===== src/rtl/irqv_pkg.sv =====
package irqv_pkg;

  typedef enum logic [1:0] {
    GR_NONE = 2'd0,
    GR_HW   = 2'd1,
    GR_SWI  = 2'd2
  } grant_kind_e;

  // index of lowest set bit (lowest index = highest priority); 0 when empty
  function automatic int unsigned lowest_set(input logic [7:0] v);
    int unsigned r;
    r = 0;
    for (int i = 7; i >= 0; i--) begin
      if (v[i]) r = i;
    end
    return r;
  endfunction

  // hardware vectors descend in 2-byte steps below the software vector
  function automatic logic [15:0] hw_vector(input logic [15:0] top,
                                            input int unsigned idx);
    return top - 16'd4 - 16'(2 * idx);
  endfunction

  function automatic logic [15:0] swi_vector(input logic [15:0] top);
    return top - 16'd2;
  endfunction

endpackage


===== src/rtl/irqv_mask.sv =====
module irqv_mask (
  input  logic clk,
  input  logic rst_n,
  input  logic set_cmd,
  input  logic load,
  input  logic load_val,
  output logic imask
);
  always_ff @(posedge clk or negedge rst_n) begin
    if (!rst_n)       imask <= 1'b1;
    else if (set_cmd) imask <= 1'b1;
    else if (load)    imask <= load_val;
  end
endmodule


===== src/rtl/irqv_snapshot.sv =====
module irqv_snapshot
  import irqv_pkg::*;
#(
  parameter int NUM_HW = 4,
  localparam int IDX_W = (NUM_HW > 1) ? $clog2(NUM_HW) : 1
) (
  input  logic              clk,
  input  logic              rst_n,
  input  logic              swi_fetch,
  input  logic              imask,
  input  logic [NUM_HW-1:0] live,
  input  logic              boundary,
  input  grant_kind_e       kind,
  input  logic [IDX_W-1:0]  idx,
  output logic [NUM_HW-1:0] snap,
  output logic              swi_pend
);
  always_ff @(posedge clk or negedge rst_n) begin
    if (!rst_n) begin
      snap     <= '0;
      swi_pend <= 1'b0;
    end else begin
      if (boundary && kind == GR_SWI) begin
        swi_pend <= 1'b0;
        snap     <= '0;
      end else if (boundary && kind == GR_HW && swi_pend) begin
        snap[idx] <= 1'b0;
      end
      if (swi_fetch) begin
        swi_pend <= 1'b1;
        snap     <= imask ? '0 : live;
      end
    end
  end
endmodule


===== src/rtl/irqv_arbiter.sv =====
module irqv_arbiter
  import irqv_pkg::*;
#(
  parameter int          NUM_HW  = 4,
  parameter logic [15:0] VEC_TOP = 16'h3FFE,
  localparam int IDX_W = (NUM_HW > 1) ? $clog2(NUM_HW) : 1
) (
  input  logic [NUM_HW-1:0] live,
  input  logic [NUM_HW-1:0] snap,
  input  logic              swi_pend,
  input  logic              imask,
  output grant_kind_e       kind,
  output logic [IDX_W-1:0]  idx,
  output logic [15:0]       vec
);
  logic [NUM_HW-1:0] pool;
  logic [7:0]        pool8;

  always_comb begin
    pool = swi_pend ? (snap & live) : live;
    if (imask) pool = '0;
    pool8 = '0;
    pool8[NUM_HW-1:0] = pool;
    idx = IDX_W'(lowest_set(pool8));
    if (|pool) begin
      kind = GR_HW;
      vec  = hw_vector(VEC_TOP, lowest_set(pool8));
    end else if (swi_pend) begin
      kind = GR_SWI;
      vec  = swi_vector(VEC_TOP);
    end else begin
      kind = GR_NONE;
      vec  = VEC_TOP;
    end
  end
endmodule


===== src/rtl/irqv_vector_hold.sv =====
module irqv_vector_hold
  import irqv_pkg::*;
#(
  parameter logic [15:0] VEC_TOP = 16'h3FFE
) (
  input  logic        clk,
  input  logic        rst_n,
  input  logic        boundary,
  input  grant_kind_e kind,
  input  logic [15:0] vec,
  input  logic        vec_ack,
  output logic        take,
  output logic        set_mask,
  output logic        fetch_next,
  output logic [15:0] vec_addr,
  output logic        busy
);
  logic grant;
  assign grant = boundary && (kind != GR_NONE);

  always_ff @(posedge clk or negedge rst_n) begin
    if (!rst_n) begin
      take       <= 1'b0;
      set_mask   <= 1'b0;
      fetch_next <= 1'b0;
      vec_addr   <= VEC_TOP;
      busy       <= 1'b0;
    end else begin
      take       <= grant;
      set_mask   <= grant;
      fetch_next <= boundary && (kind == GR_NONE);
      if (grant) begin
        vec_addr <= vec;
        busy     <= 1'b1;
      end else if (vec_ack) begin
        busy     <= 1'b0;
      end
    end
  end
endmodule


===== src/rtl/irqv_top.sv =====
module irqv_top
  import irqv_pkg::*;
#(
  parameter int          NUM_HW  = 4,
  parameter logic [15:0] VEC_TOP = 16'h3FFE,
  localparam int IDX_W = (NUM_HW > 1) ? $clog2(NUM_HW) : 1
) (
  input  logic              clk,
  input  logic              rst_n,
  input  logic [NUM_HW-1:0] hw_req,
  input  logic [NUM_HW-1:0] hw_en,
  input  logic              insn_done,
  input  logic              swi_fetch,
  input  logic              mask_load,
  input  logic              mask_val,
  input  logic              vec_ack,
  output logic              take,
  output logic              fetch_next,
  output logic              set_mask,
  output logic [15:0]       vec_addr,
  output logic              imask,
  output logic [NUM_HW-1:0] snap_pend
);
  // named internal events, visible to the bound checker
  logic [NUM_HW-1:0] live_w;
  logic              busy_w;
  logic              boundary_w;
  logic              swi_pend_w;
  logic              grant_w;
  grant_kind_e       kind_w;
  logic [IDX_W-1:0]  idx_w;
  logic [15:0]       vec_w;

  assign live_w     = hw_req & hw_en;
  assign boundary_w = insn_done & ~busy_w;
  assign grant_w    = boundary_w && (kind_w != GR_NONE);

  irqv_arbiter #(.NUM_HW(NUM_HW), .VEC_TOP(VEC_TOP)) arb_i (
    .live(live_w), .snap(snap_pend), .swi_pend(swi_pend_w), .imask(imask),
    .kind(kind_w), .idx(idx_w), .vec(vec_w)
  );

  irqv_snapshot #(.NUM_HW(NUM_HW)) snap_i (
    .clk(clk), .rst_n(rst_n), .swi_fetch(swi_fetch), .imask(imask),
    .live(live_w), .boundary(boundary_w), .kind(kind_w), .idx(idx_w),
    .snap(snap_pend), .swi_pend(swi_pend_w)
  );

  irqv_mask mask_i (
    .clk(clk), .rst_n(rst_n), .set_cmd(grant_w), .load(mask_load),
    .load_val(mask_val), .imask(imask)
  );

  irqv_vector_hold #(.VEC_TOP(VEC_TOP)) hold_i (
    .clk(clk), .rst_n(rst_n), .boundary(boundary_w), .kind(kind_w),
    .vec(vec_w), .vec_ack(vec_ack), .take(take), .set_mask(set_mask),
    .fetch_next(fetch_next), .vec_addr(vec_addr), .busy(busy_w)
  );
endmodule


===== config.mk =====
export PLATFORM = sky130hd
export DESIGN_NAME = irqv_top
export DESIGN_NICKNAME = d
export VERILOG_FILES = /design/src/rtl/irqv_pkg.sv /design/src/rtl/irqv_mask.sv /design/src/rtl/irqv_snapshot.sv /design/src/rtl/irqv_arbiter.sv /design/src/rtl/irqv_vector_hold.sv /design/src/rtl/irqv_top.sv
export SDC_FILE = /design/constraint.sdc
export NUM_CORES = 1
export LEC_CHECK = 0
export ABC_CLOCK_PERIOD_IN_PS = 2500
export CAP_MARGIN = 0
export CORE_MARGIN = 1.5
export CORE_UTILIZATION = 61
export CTS_CLUSTER_DIAMETER = 200
export DETAILED_ROUTE_END_ITERATION = 10
export DONT_BUFFER_PORTS = 1
export PLACE_DENSITY = 0.75
export SYNTH_ARGS = -nofsm -noshare
export SYNTH_HDL_FRONTEND = slang
export SYNTH_HIERARCHICAL = 1
export SYNTH_SLANG_ARGS = --single-unit

===== constraint.sdc =====
create_clock -name clk -period 2.5 [get_ports clk]
set_input_delay 0.25 -clock clk [delete_from_list [all_inputs] [get_ports clk]]
set_output_delay 0.25 -clock clk [all_outputs]
set_load 0.05 [all_outputs]

==> results.ini <==
[setup_path]
worstPathRequired_ns=2.75
rrSetupSlack_ns=0.27
path_max_fanout=18
start_kind=register
crit_path_end_kind=register
rr_worst_depth=6
cp.arrival_ns=2.48
r2r-end=hold_i/vec_addr[11]
crit-reg2reg-launch=mask_i/imask
path_class=register to register

[synth]
ys_seq_elements=25
ys.flop_type=dfstp_2
synth_top_area_share_pct=27.58
yosysSeqAreaShare_pct=48.22
netlist_top_cells_count=buf_4, dfstp_2, dfrtp_1
synth_cells=108
async_reset_ff_share_pct=100.0
synth.avg_cell_area_um2=12.35
synth_cell_types=34
netlist_area_um2=1334
netlist_top_cells_area=dfstp_2, dfrtp_1, mux2_4
synth_edf_count=0
ys_warn_count=6
synth_area_leader_cell=dfstp_2

[floorplanning]
die_x_um=49.76
core_area_um2=2002
pin_count=39
dieHeight_um=49.76
rows=16
start_util_pct=66.62
die-area_um2=2476

[grt]
antenna_found_initial=0
grt_usage_pct=18.23
grt_pass1_wl_mm=3.450
grt_max_degree=26
grt.overflow.total=0
grt_pass1_vias=796

[clock_tree]
cts.sinks=25
clkTransAtPathRegs_ns=0.14
root_buffer=clkbuf_4
cts_max_level=1
cts_tree=done
post-cts-setup-buffers=0
clockBufferDepth=2
clk_latency_ns=0.31
numCtsBuffers=3

[min_path]
hp-class=primary input to register
holdPathStages=1
min-delay-start=swi_fetch
hold_path_end=snap_i/swi_pend

[placement]
dpl_cell_area_um2=1336
port-buffer-count=0
gp_congestion=0.8905
dp_hpwl_mm=1.561

[power_and_ir_drop]
combinationalPowerShare_pct=24.2
cellLeakagePower_uw=0.0006237
vdd_drop_max_mv=0.9595
swShare_pct=49.54
p_per_area_nw_per_um2=1355
power_frac_clock_pct=9.7
power_switching_uw=923.9
power_frac_seq_pct=66.1
internal_power_uw=941.2

[finish]
areaGrowthSynthToFinish_pct=3.190
layout-drive-gt1-share_pct=39.66
antenna_cells=0
nFillCells=146
stdcell_area_um2=1376
nets=132

[timing]
rsz0062_at_grt=false
fmax_ghz=0.4479
min_period_over_period_pct=89.31
relSlewSlack_pct=27.52
finalMaxSlewViolations=0
worst_pin_slew_ns=1.084
fin_skew_ns=0.007018
finalHoldViolCount=0
fin_crit_ns=2.233
fin_tns_setup_ns=0
whs_ns=0.02526
finalSetupViolCount=0

[drt]
via_count=792
routed-wl-met3_um=161
totalWireLength_mm=2.146
wl_met1_mm=1.010
viasPerCell=5.538
drt_iter0_drc=18
wl_met2_um=961
wl_per_cell_um=15.01
top_layer=met4
dr.pass1.iters=4
ant_nets=0
drt_drc_violations_left=0

[outcome]
outcome=complete, no violations

[flow_run]
maxCapViolations=0

==> cells by family after synthesis <==
group                  synth area share, %
and+or+nand+nor                      13.13
muxes                                15.76
AOI/OAI and AO/OA                    11.26
buffers and inverters                11.07
other                               0.5631
DFF                                  48.22
==> how the worst max path moves through the flow <==
stage | start | endpoint
6_report | mask_i/imask | hold_i/vec_addr[11]
5_1_grt | mask_i/imask | hold_i/vec_addr[12]
4_1_cts | mask_i/imask | hold_i/vec_addr[12]
3_5_place_dp | mask_i/imask | hold_i/vec_addr[12]
3_3_place_gp | mask_i/imask | hold_i/vec_addr[10]
2_1_floorplan | snap_i/snap[3] | hold_i/vec_addr[2]
==> layer usage <==
metal | GRT usage, % | vias up
li1 | - | 367
met1 | 25.50 | 382
met2 | 27.56 | 41
met3 | 5.758 | 2
met4 | 4.630 | 0
met5 | 0 | -
==> sequential cells by signal (all words and copies together) (netlist names) <==
| signal | cells |
|---|---|
| hold_i/busy | 1 |
| hold_i/fetch_next | 1 |
| hold_i/set_mask | 1 |
| hold_i/vec_addr | 16 |
| mask_i/imask | 1 |
| snap_i/snap | 4 |
| snap_i/swi_pend | 1 |
==> worst max-delay path, cell delays in order (launching register included) <==
cell	delay, ns
dfstp_2	0.60
buf_4	0.23
nor3_2	0.09
or3_1	0.45
o21ai_4	0.14
buf_4	0.28
mux2_2	0.37
==> metrics by stage <==
stage	power (uW)	instances	setup slack, ns	utilization [%]
2_1_floorplan	1620	119	0.06262	-
3_3_place_gp	1669	138	0.3364	66.75
3_5_place_dp	1690	138	0.2858	66.75
4_1_cts	1882	143	0.2627	68.75
5_1_grt	1947	143	0.1823	68.75
6_report	1865	143	0.2672	68.75
==> cell type report <==
| class | instances | area (um^2) | area share, % |
|---|---|---|---|
| Timing Repair Buffer | 8 | 62.56 | 4.545 |
| Sequential cell | 25 | 643.1 | 46.73 |
| Clock inverter | 1 | 7.507 | 0.5455 |
| Tap cell | 27 | 33.78 | 2.455 |
| Multi-Input combinational cell | 73 | 584.3 | 42.45 |
| Inverter | 6 | 22.52 | 1.636 |
| Clock buffer | 3 | 22.52 | 1.636 |
==> timing repair <==
item | CTS | global route
hold buffers | 1 | 0
endpoints found under the hold margin | 25 | 0
resized for setup | 0 | 0
==> layout by cell type, fill, tap and decap left out, types with 2 or more instances in the layout <==
cell type  count
o21ai_0        2
nor2b_1        5
inv_1          5
nand2b_1       3
a32o_1         5
o21a_1         2
dfstp_2       14
dfrtp_1       11
nand3b_1       3
mux2_2         8
buf_4          7
conb_1        13
a21oi_1        2
mux2_4         8
and2_1         4
clkbuf_4       3
nand2_1        2
==> power groups by stage <==
stage	clock (uW)	sequential (uW)	combinational, uW
after floorplan	0	1240	383
after global placement	0	1240	433
after detailed placement	0	1240	446
after CTS	188	1240	455
after global routing	208	1250	486
final	181	1230	452
Power figures use the tool's default switching activity.
